### config.mk
export PLATFORM = sky130hd
export DESIGN_NAME = usb_dev_regs
export DESIGN_NICKNAME = d
export VERILOG_FILES = /design/src/rtl/usb_regs_pkg.sv /design/src/rtl/usb_w1c_bank.sv /design/src/rtl/usb_prime_ctrl.sv /design/src/rtl/usb_port_events.sv /design/src/rtl/usb_dev_regs.sv
export SDC_FILE = /design/constraint.sdc
export NUM_CORES = 1
export LEC_CHECK = 0
export BUFFER_PORTS_ARGS = -buffer_cell sky130_fd_sc_hd__buf_2
export CAP_MARGIN = 10
export CORE_AREA = 4 4 176 136
export DETAILED_ROUTE_END_ITERATION = 8
export DIE_AREA = 0 0 180 140
export PLACE_DENSITY_LB_ADDON = 0.08
export SLEW_MARGIN = 20
export SYNTH_ARGS = -nofsm -noshare
export SYNTH_HDL_FRONTEND = slang
export SYNTH_HIERARCHICAL = 1
export SYNTH_SLANG_ARGS = --single-unit
### constraint.sdc
create_clock -name clk_i -period 1.9 [get_ports clk_i]
set_clock_uncertainty 0.1 [all_clocks]
set_input_delay 0 -clock clk_i [delete_from_list [all_inputs] [get_ports clk_i]]
set_output_delay 0 -clock clk_i [all_outputs]
set_load 0.01 [all_outputs]
### src/rtl/usb_regs_pkg.sv
package usb_regs_pkg;
  localparam int REG_AW = 4;

  typedef enum logic [REG_AW-1:0] {
    REG_CMD     = 4'd0,
    REG_STS     = 4'd1,
    REG_INTEN   = 4'd2,
    REG_DEVADDR = 4'd3,
    REG_EPEN    = 4'd4,
    REG_PRIME   = 4'd5,
    REG_FLUSH   = 4'd6,
    REG_SETUP   = 4'd7,
    REG_DONE    = 4'd8
  } reg_sel_e;

  localparam int CMD_RUN_BIT = 0;
  localparam int CMD_RST_BIT = 1;
  localparam int STS_RST_BIT = 0;
  localparam int STS_PC_BIT  = 1;
  localparam int STS_ACT_BIT = 2;
  localparam int NUM_FLAGS   = 2;
endpackage

### src/rtl/usb_w1c_bank.sv
module usb_w1c_bank #(
  parameter int W = 32
) (
  input  logic         clk_i,
  input  logic         rst_ni,
  input  logic         clr_all_i,
  input  logic [W-1:0] set_i,
  input  logic         w1c_we_i,
  input  logic [W-1:0] w1c_mask_i,
  output logic [W-1:0] q_o
);
  for (genvar i = 0; i < W; i++) begin : g_bit
    logic bit_q;
    always_ff @(posedge clk_i or negedge rst_ni) begin
      if (!rst_ni)                       bit_q <= 1'b0;
      else if (clr_all_i)                bit_q <= 1'b0;
      else if (set_i[i])                 bit_q <= 1'b1;  // set beats clear
      else if (w1c_we_i && w1c_mask_i[i]) bit_q <= 1'b0;
    end
    assign q_o[i] = bit_q;

    assert_set_wins_R7: assert property (@(posedge clk_i) disable iff (!rst_ni)
      (set_i[i] && !clr_all_i) |=> bit_q);
    assert_w1c_clears_R6: assert property (@(posedge clk_i) disable iff (!rst_ni)
      (w1c_we_i && w1c_mask_i[i] && !set_i[i]) |=> !bit_q);
  end
endmodule

### src/rtl/usb_prime_ctrl.sv
module usb_prime_ctrl #(
  parameter int W = 32
) (
  input  logic         clk_i,
  input  logic         rst_ni,
  input  logic         clr_all_i,
  input  logic         bus_rst_i,
  input  logic         arm_we_i,
  input  logic [W-1:0] arm_mask_i,
  input  logic         flush_we_i,
  input  logic [W-1:0] flush_mask_i,
  input  logic [W-1:0] used_i,
  output logic [W-1:0] prime_o
);
  logic [W-1:0] prime_q, arm_v, kill_v;

  assign arm_v  = arm_we_i ? arm_mask_i : '0;
  assign kill_v = used_i | (flush_we_i ? flush_mask_i : '0) | {W{bus_rst_i | clr_all_i}};

  always_ff @(posedge clk_i or negedge rst_ni) begin
    if (!rst_ni) prime_q <= '0;
    else         prime_q <= (prime_q | arm_v) & ~kill_v;
  end
  assign prime_o = prime_q;

  assert_bus_rst_cancel_R4: assert property (@(posedge clk_i) disable iff (!rst_ni)
    bus_rst_i |=> (prime_q == '0));

  for (genvar i = 0; i < W; i++) begin : g_chk
    assert_flush_bit_R5: assert property (@(posedge clk_i) disable iff (!rst_ni)
      (flush_we_i && flush_mask_i[i]) |=> !prime_q[i]);
    assert_arm_only_R4: assert property (@(posedge clk_i) disable iff (!rst_ni)
      (!prime_q[i] && !(arm_we_i && arm_mask_i[i])) |=> !prime_q[i]);
  end
endmodule

### src/rtl/usb_port_events.sv
module usb_port_events
  import usb_regs_pkg::*;
(
  input  logic                 clk_i,
  input  logic                 rst_ni,
  input  logic                 clr_all_i,
  input  logic                 bus_rst_i,
  input  logic                 bus_rst_active_i,
  input  logic                 sts_we_i,
  input  logic [NUM_FLAGS-1:0] sts_wdata_i,
  input  logic [NUM_FLAGS-1:0] ie_i,
  output logic [NUM_FLAGS-1:0] flags_o,
  output logic                 irq_o
);
  logic                 act_q;
  logic [NUM_FLAGS-1:0] set_v;

  always_ff @(posedge clk_i or negedge rst_ni) begin
    if (!rst_ni)        act_q <= 1'b0;
    else if (clr_all_i) act_q <= 1'b0;
    else                act_q <= bus_rst_active_i;
  end

  assign set_v[STS_RST_BIT] = bus_rst_i;
  assign set_v[STS_PC_BIT]  = act_q & ~bus_rst_active_i;

  usb_w1c_bank #(.W(NUM_FLAGS)) u_flags (
    .clk_i      (clk_i),
    .rst_ni     (rst_ni),
    .clr_all_i  (clr_all_i),
    .set_i      (set_v),
    .w1c_we_i   (sts_we_i),
    .w1c_mask_i (sts_wdata_i),
    .q_o        (flags_o)
  );

  assign irq_o = |(flags_o & ie_i);

  assert_rst_flag_R8: assert property (@(posedge clk_i) disable iff (!rst_ni)
    (bus_rst_i && !clr_all_i) |=> flags_o[STS_RST_BIT]);
  assert_pc_on_fall_R9: assert property (@(posedge clk_i) disable iff (!rst_ni)
    (act_q && !bus_rst_active_i && !clr_all_i) |=> flags_o[STS_PC_BIT]);
  assert_irq_needs_en_R8: assert property (@(posedge clk_i) disable iff (!rst_ni)
    (ie_i == '0) |-> !irq_o);
endmodule

### src/rtl/usb_dev_regs.sv
module usb_dev_regs
  import usb_regs_pkg::*;
#(
  parameter int NUM_EP = 16,
  parameter int ADDR_W = 7,
  localparam int EPW   = 2 * NUM_EP
) (
  input  logic              clk_i,
  input  logic              rst_ni,
  input  logic              reg_we_i,
  input  logic [REG_AW-1:0] reg_addr_i,
  input  logic [EPW-1:0]    reg_wdata_i,
  output logic [EPW-1:0]    reg_rdata_o,
  input  logic              bus_rst_i,
  input  logic              bus_rst_active_i,
  input  logic [EPW-1:0]    setup_evt_i,
  input  logic [EPW-1:0]    done_evt_i,
  input  logic [EPW-1:0]    prime_used_i,
  output logic              run_o,
  output logic [ADDR_W-1:0] dev_addr_o,
  output logic [EPW-1:0]    ep_en_o,
  output logic [EPW-1:0]    prime_o,
  output logic              irq_o
);
  localparam logic [EPW-1:0] EP0_MASK = EPW'(1) | (EPW'(1) << NUM_EP);

  logic                 run_q, ctl_rst_q;
  logic [ADDR_W-1:0]    addr_q;
  logic [EPW-1:0]       epen_q;
  logic [NUM_FLAGS-1:0] ie_q, flags;
  logic [EPW-1:0]       setup_q, done_q;
  logic                 clr_all;
  logic we_cmd, we_sts, we_ie, we_addr, we_epen, we_prime, we_flush, we_setup, we_done;

  assign clr_all  = ctl_rst_q;
  assign we_cmd   = reg_we_i && reg_addr_i == REG_CMD;
  assign we_sts   = reg_we_i && reg_addr_i == REG_STS;
  assign we_ie    = reg_we_i && reg_addr_i == REG_INTEN;
  assign we_addr  = reg_we_i && reg_addr_i == REG_DEVADDR;
  assign we_epen  = reg_we_i && reg_addr_i == REG_EPEN;
  assign we_prime = reg_we_i && reg_addr_i == REG_PRIME;
  assign we_flush = reg_we_i && reg_addr_i == REG_FLUSH;
  assign we_setup = reg_we_i && reg_addr_i == REG_SETUP;
  assign we_done  = reg_we_i && reg_addr_i == REG_DONE;

  always_ff @(posedge clk_i or negedge rst_ni) begin
    if (!rst_ni) begin
      run_q     <= 1'b0;
      ctl_rst_q <= 1'b0;
    end else if (clr_all) begin
      run_q     <= 1'b0;
      ctl_rst_q <= 1'b0;
    end else if (we_cmd) begin
      run_q     <= reg_wdata_i[CMD_RUN_BIT];
      ctl_rst_q <= reg_wdata_i[CMD_RST_BIT];
    end
  end

  always_ff @(posedge clk_i or negedge rst_ni) begin
    if (!rst_ni)                  addr_q <= '0;
    else if (clr_all || bus_rst_i) addr_q <= '0;
    else if (we_addr)             addr_q <= reg_wdata_i[ADDR_W-1:0];
  end

  always_ff @(posedge clk_i or negedge rst_ni) begin
    if (!rst_ni)        epen_q <= '0;
    else if (clr_all)   epen_q <= '0;
    else if (bus_rst_i) epen_q <= epen_q & EP0_MASK;
    else if (we_epen)   epen_q <= reg_wdata_i;
  end

  always_ff @(posedge clk_i or negedge rst_ni) begin
    if (!rst_ni)      ie_q <= '0;
    else if (clr_all) ie_q <= '0;
    else if (we_ie)   ie_q <= reg_wdata_i[NUM_FLAGS-1:0];
  end

  usb_prime_ctrl #(.W(EPW)) u_prime (
    .clk_i        (clk_i),
    .rst_ni       (rst_ni),
    .clr_all_i    (clr_all),
    .bus_rst_i    (bus_rst_i),
    .arm_we_i     (we_prime),
    .arm_mask_i   (reg_wdata_i),
    .flush_we_i   (we_flush),
    .flush_mask_i (reg_wdata_i),
    .used_i       (prime_used_i),
    .prime_o      (prime_o)
  );

  usb_w1c_bank #(.W(EPW)) u_setup (
    .clk_i      (clk_i),
    .rst_ni     (rst_ni),
    .clr_all_i  (clr_all),
    .set_i      (setup_evt_i),
    .w1c_we_i   (we_setup),
    .w1c_mask_i (reg_wdata_i),
    .q_o        (setup_q)
  );

  usb_w1c_bank #(.W(EPW)) u_done (
    .clk_i      (clk_i),
    .rst_ni     (rst_ni),
    .clr_all_i  (clr_all),
    .set_i      (done_evt_i),
    .w1c_we_i   (we_done),
    .w1c_mask_i (reg_wdata_i),
    .q_o        (done_q)
  );

  usb_port_events u_events (
    .clk_i            (clk_i),
    .rst_ni           (rst_ni),
    .clr_all_i        (clr_all),
    .bus_rst_i        (bus_rst_i),
    .bus_rst_active_i (bus_rst_active_i),
    .sts_we_i         (we_sts),
    .sts_wdata_i      (reg_wdata_i[NUM_FLAGS-1:0]),
    .ie_i             (ie_q),
    .flags_o          (flags),
    .irq_o            (irq_o)
  );

  always_comb begin
    reg_rdata_o = '0;
    case (reg_addr_i)
      REG_CMD: begin
        reg_rdata_o[CMD_RUN_BIT] = run_q;
        reg_rdata_o[CMD_RST_BIT] = ctl_rst_q;
      end
      REG_STS: begin
        reg_rdata_o[NUM_FLAGS-1:0] = flags;
        reg_rdata_o[STS_ACT_BIT]   = bus_rst_active_i;
      end
      REG_INTEN:   reg_rdata_o[NUM_FLAGS-1:0] = ie_q;
      REG_DEVADDR: reg_rdata_o = EPW'(addr_q);
      REG_EPEN:    reg_rdata_o = epen_q;
      REG_PRIME:   reg_rdata_o = prime_o;
      REG_SETUP:   reg_rdata_o = setup_q;
      REG_DONE:    reg_rdata_o = done_q;
      default:     reg_rdata_o = '0;
    endcase
  end

  assign run_o      = run_q;
  assign dev_addr_o = addr_q;
  assign ep_en_o    = epen_q;

  assert_addr_zero_R2: assert property (@(posedge clk_i) disable iff (!rst_ni)
    bus_rst_i |=> (addr_q == '0));
  assert_ep_disable_R3: assert property (@(posedge clk_i) disable iff (!rst_ni)
    bus_rst_i |=> ((epen_q & ~EP0_MASK) == '0));
  assert_ep0_kept_R3: assert property (@(posedge clk_i) disable iff (!rst_ni)
    (bus_rst_i && !clr_all) |=> ((epen_q & EP0_MASK) == $past(epen_q & EP0_MASK)));
  assert_ctl_rst_selfclr_R11: assert property (@(posedge clk_i) disable iff (!rst_ni)
    ctl_rst_q |=> (!ctl_rst_q && !run_q && epen_q == '0));
  assert_flush_reads_zero_R5: assert property (@(posedge clk_i) disable iff (!rst_ni)
    (reg_addr_i == REG_FLUSH) |-> (reg_rdata_o == '0));
endmodule

=== Word-level counts from Yosys, hierarchy flattened ===
Cells that the tools add are included.

* Output and inout port bits: 105
* Flip-flop bits (word level): 142
* Logic and storage cells: 457
* Input bits: 137

* Reduce and logical (&&, ||, !) cells: 150
* Multiplexer cells: 215
* Bitwise logic cells: 9
* Eq/ne operators: 9

{| class="wikitable"
|+ Operators with widths
! cell !! number
|-
| $mux 1 || 203
|-
| $reduce_bool 3->1 || 67
|-
| $mux 32 || 5
|-
| $pmux 29 s5 || 1
|-
| $or 32x32->32 || 3
|-
| $logic_and 1x1->1 || 75
|-
| $and 32x32->32 || 1
|-
| $not 32->32 || 1
|-
| $eq 4x3->1 const B || 4
|-
| $pmux 2 s8 || 1
|-
| $mux 7 || 2
|-
| $eq 4x2->1 const B || 2
|-
| $reduce_bool 2->1 || 4
|-
| $pmux 1 s6 || 1
|-
| $eq 4x1->1 const B || 1
|-
| $eq 4x4->1 const B || 1
|-
| $logic_not 4->1 || 1
|-
| $mux 2 || 2
|-
| $and 2x2->2 || 1
|-
| $ne 2x1->1 const B || 1
|-
| $reduce_and 2->1 || 1
|-
| $reduce_or 2->1 || 1
|-
| $and 1x1->1 || 1
|-
| $logic_or 1x1->1 || 1
|-
| 2 further kinds || 2
|}

=== Longest topological paths before layout ===
* Depth in word-level cells: 7
* Mapped depth: 8
* Gate-level depth less buffers: 4

=== Modules after synthesis ===
The synthesis kept the hierarchy.

{| class="wikitable"
|+ Modules (own cells, without submodules)
! module !! cells each !! times used !! area an instance (um^2) !! seq. area each (um^2)
|-
| usb_w1c_bank at u_done ... || 166 || 2 || 1,811.7 || 800.8
|-
| usb_dev_regs || 363 || 1 || 3,083.0 || 1,076.0
|-
| usb_prime_ctrl || 106 || 1 || 1,921.8 || 800.8
|-
| usb_w1c_bank at u_events.u_flags || 10 || 1 || 97.6 || 50.0
|-
| usb_port_events || 4 || 1 || 46.3 || 25.0
|}

=== Worst setup path after synthesis ===
OpenSTA, ideal clock, no wires.

* Path type: register to register
* Start: register ctl_rst_q, in the netlist clr_all
* End: register epen_q[10], in the netlist ep_en_o[10]
* Path slack: 0.317 ns
* Cell stages (with the launch flop): 6
* Path buffers: 3
* Data arrival time: 1.406 ns
* Library setup time: 0.077 ns
* Period minus slack after synthesis: 1.583 ns
* Required time: 1.723 ns
* Cell sequence: dfrtp_1 clkbuf_1 or2_2 buf_2 buf_2 a21oi_1

* Word-level cells in the longest chain between the ends: 1
* Elaborated cells between the ends (all ways): 2
* Those cells by class: mux (1); reduce/logical (1)

{| class="wikitable"
|+ Ends and longest elaborated chain
! what !! RTL line !! text
|-
| start, declared || usb_dev_regs.sv:27 || <nowiki>logic run_q, ctl_rst_q;</nowiki>
|-
| start signal, assigned || usb_dev_regs.sv:55 || <nowiki>ctl_rst_q <= reg_wdata_i[CMD_RST_BIT];</nowiki>
|-
| $reduce_bool 3->1 (no source line) / $mux 32 (equally long branches) || n/a ||
|-
| end signal, assigned || usb_dev_regs.sv:68 || <nowiki>else if (bus_rst_i) epen_q <= epen_q & EP0_MASK;</nowiki>
|-
| end signal, assigned || usb_dev_regs.sv:69 || <nowiki>else if (we_epen) epen_q <= reg_wdata_i;</nowiki>
|-
| end, declared || usb_dev_regs.sv:29 || <nowiki>logic [EPW-1:0] epen_q;</nowiki>
|}

Parallel ways exist; a longest one is shown, timed or not.
A chain may end at the register's enable or synchronous reset.

=== Worst setup path in the final report ===
* Start: register ie_q[1]
* End: output port reg_rdata_o[1]

* Word-level cells in the longest chain between the ends: 1

{| class="wikitable"
|+ Ends and longest elaborated chain
! what !! RTL line !! text
|-
| start, declared || usb_dev_regs.sv:30 || <nowiki>logic [NUM_FLAGS-1:0] ie_q, flags;</nowiki>
|-
| start signal, assigned || usb_dev_regs.sv:75 || <nowiki>else if (we_ie) ie_q <= reg_wdata_i[NUM_FLAGS-1:0];</nowiki>
|-
| $pmux 2 s8 || usb_dev_regs.sv:126 || <nowiki>case (reg_addr_i)</nowiki>
|-
| end, declared || usb_dev_regs.sv:13 || <nowiki>output logic [EPW-1:0] reg_rdata_o,</nowiki>
|}

Every way passes these cells.

==> metrics.md <==
| Metric | Value |
|---|---|
| Register area | `about 3600 um^2` |
| Hold slack | `0.0233 ns` |
| Rel. slew slack | `between 40% and 50%` |
| Cell count of the worst reg-to-reg path | `3` |
| Die area | `about 25000 um^2` |
| Final setup fails | `0` |
| Combinational Power Share | `16.3%` |
| First-pass GRT wire length | `between 40000 and 50000 um` |
| Drt drc | `0` |
| R2R Path Start | `clr_all$_DFF_PN0_` |
| Library cells used by synthesis | `49` |
| Fmax achieved | `roughly 540 MHz` |
| EDFF count, synth | `0` |
| Leading area contributor after synthesis | `dfrtp_1` |
| Arrival @ worst endpoint | `~1.7 ns` |
| Clock root buffer | `clkbuf_16` |
| CP Data Required Time | `about 1.8 ns` |
| Vias in the first global route | `8249` |
| Synthesis Warnings | `6` |
| Row count | `48` |
| Fillers | `between 1500 and 2000` |
| Leak | `between 5 and 6 nW` |
| CTS buffer count | `17` |
| Measured slew at the worst slew-check pin | `around 0.86 ns` |
| Hold Crit Class | `in2async` |
| Total Neg Setup Slack | `0 ns` |
| Die extent in y | `140 um` |
| Core area | `around 22000 um^2` |
| NetSw | `roughly 0.0021 W` |
| Crit Path Max Fanout | `3` |
| Detailed Place HPWL | `between 20000 and 25000 um` |
| Resize count post-CTS | `0` |
| Critical path class | `reg2out` |
| Int Power | `0.00584 W` |
| Vias | `7922` |
| Status | `finished clean` |
| Post-Syn Instances | `815` |
| Max Root-Sink Buffers | `2` |
| Seq cells post-synth | `~140` |
| Overall routing resource usage | `approximately a quarter` |
| CTS tree | `done` |
| Final min period | `around 1.8 ns` |
| Reg2Reg Setup Slack | `0.08 ns` |
| Critical R2R Capture | `u_setup/g_bit[13].bit_q$_DFFE_PN0P_` |
| Clock Power Share | `approximately 44%` |
| Clock sinks | `about 140` |
| Crit path capture type | `output port` |
| RSZ-0062 raised after global routing | `false` |
| Routability congestion estimate | `roughly 0.77` |
| Multi-input gate area | `around 4000 um^2` |
| Synth area leaders | `dfrtp_1 41%, a311oi_2 11%, a2111oi_4 9.4%` |
| Largest net degree at the start of global routing | `between 50 and 60` |
| Htree depth | `4` |
| Die Wd | `180 um` |
| Initial antenna violation count | `0` |
| WL per Instance | `20.6 um` |
| Antenna Cells | `0` |
| NumNets Final | `1319` |
| Initial core utilization | `39.2%` |
| IO Count | `around 240` |
| Fraction of layout cells with a size suffix above 1 | `a little over a third` |
| Syn_area_per_cell | `10.8 um^2` |
| Period utilization | `96.9%` |
| Primary FF master, synth | `dfrtp_1` |
| Switching part of the total power | `a little over a quarter` |
| Wirelength, routed | `about 30000 um` |
| CTS clk-pin slew, worst paths | `roughly 0.06 ns` |
| Net count after synthesis | `952` |
| Sequential area share after synthesis | `between 40% and 50%` |
| Most frequent cell after synthesis | `dfrtp_1` |
| Synth async-reset ratio | `100%` |
| Area fraction of the dominant cell type after synthesis | `around 41%` |
| Via-per-instance ratio | `5.30` |
| Cell Pwr Density | `about 640 nW/um^2` |
| Count of pins over their slew limit | `0` |
| Worst-Skew Late Latency | `0.42 ns` |
| CP startpoint kind | `flop` |
| Pre-antenna DRT Iters | `5` |
| Synth Cell Area | `between 8000 and 9000 um^2` |
| DR iter-0 viols | `between 600 and 700` |
| Maximum Capacitance Violations | `0` |
| Layout area overhead | `41.4%` |
| Top cells by count, synth | `142 x dfrtp_1, 80 x a21oi_1, 80 x buf_4, 72 x nor2_1, 68 x inv_1` |
| Count of input and output buffers | `about 240` |
| Flop pwr share | `39.6%` |
| Final ANT Viol Nets | `0` |
| Number of hold violations in the final report | `0` |
| Worst vdd ir | `roughly 0.53 mV` |
| Congestion Overflow GR | `0` |
## critical path: stages, from the launching register on
cell     delay (ns)
dfrtp_1        0.39
mux2_1         0.29
a32o_1         0.27
a211o_1        0.23
buf_2          0.14
## worst max-delay path by stage
stage	endpoint	cells past startpoint	start	slack [ns]
floorplan	ep_en_o[10]$_DFFE_PN0P_	5	clr_all$_DFF_PN0_	0.32
global placement	reg_rdata_o[10]	6	reg_addr_i[3]	0.29
detailed placement	u_setup/g_bit[10].bit_q$_DFFE_PN0P_	5	reg_addr_i[3]	0.29
CTS	reg_rdata_o[1]	4	dev_addr_o[1]$_DFFE_PN0P_	0.01
global route	reg_rdata_o[1]	4	ie_q[1]$_DFFE_PN0P_	0.009
finish	reg_rdata_o[1]	4	ie_q[1]$_DFFE_PN0P_	0.06
## cell type report
type,instances,area share (%)
Clock buffer,20,3.68
Clock inverter,12,1.30
Inverter,68,2.06
Multi-Input combinational cell,475,32.5
Sequential cell,142,28.7
Tap cell,300,3.03
Timing Repair Buffer,478,28.7
## layout by cell type (no fill, tap or decap), types with 2 or more instances in the layout
cell           netlist  final
buf_4               80     32
o31ai_1              2      2
clkbuf_8             0      2
clkbuf_16            0     17
a2111oi_2            2      2
a211o_1              4      4
a22o_1               2      2
clkinvlp_4           0      6
nand3b_1            16     16
or2_2                1      2
nor2b_1              3      3
and2_2               0      2
buf_2               24    240
a311oi_2            62     62
nand2b_1             4      4
a21oi_1             80     80
bufinv_16            0      3
a311oi_1             4      4
clkinv_4             0      2
nor2_1              72     70
nand4_1              2      2
or3b_1               2      2
inv_1               68     68
nor2_4               0      3
o21ai_0             46     46
a22oi_1             26     26
buf_12               3      6
dlygate4sd3_1        0    199
mux2i_1             30     30
nand2_1              3      3
nand3_1             42     42
dfrtp_1            142    141
o21ai_1             20     20
a2111oi_4           30     30
## per-stage QoR
stage	utilization, %	power (W)	worst slack [ns]	std cells	area [um^2]
finish	55.4	0.00799	0.0587	1495	12400
CTS	55.4	0.00805	0.0101	1494	12400
detailed placement	43.7	0.00423	0.294	1263	9790
floorplan	-	0.00375	0.317	815	8770
global route	55.4	0.00831	0.00877	1495	12400
global placement	43.7	0.00423	0.291	1263	9790
## timing repair
action	CTS	global route
setup buffers	0	1
hold buffers	199	0
endpoints found under the hold margin	284	0
setup endpoints to repair	0	1
## registers in the layout, summed over array words and instances (netlist names)
register,cells
u_prime/prime_o,32
run_o,1
ep_en_o,32
dev_addr_o,7
u_done/g_bit.bit_q,32
u_setup/g_bit.bit_q,32
u_events/u_flags/g_bit.bit_q,2
clr_all,1
u_events/act_q,1
ie_q,2
## power groups by stage
| stage | clock network, W | logic [W] | registers (W) |
|---|---|---|---|
| 2_1_floorplan | 0 | 0.000535 | 0.00321 |
| 3_3_place_gp | 0 | 0.00101 | 0.00322 |
| 3_5_place_dp | 0 | 0.00101 | 0.00322 |
| 4_1_cts | 0.00359 | 0.00129 | 0.00316 |
| 5_1_grt | 0.00373 | 0.00141 | 0.00317 |
| 6_report | 0.00353 | 0.00130 | 0.00316 |
## metal layers
layer  global-route usage, %  wire, um  vias up
met5                       0         0        -
met4                    6.05       418        0
met3                    5.22      1840       29
met2                    37.3     14000      259
met1                    35.2     14600     3964
li1                        -         -     3670
## kinds of logic after synthesis
| logic type | share of synthesized area, % |
|---|---|
| flops | 40.5 |
| simple gates | 9.20 |
| buf+inv | 13.8 |
| compound gates | 32.8 |
| mux | 3.68 |
No activity file was read; power rests on OpenSTA's default activity.
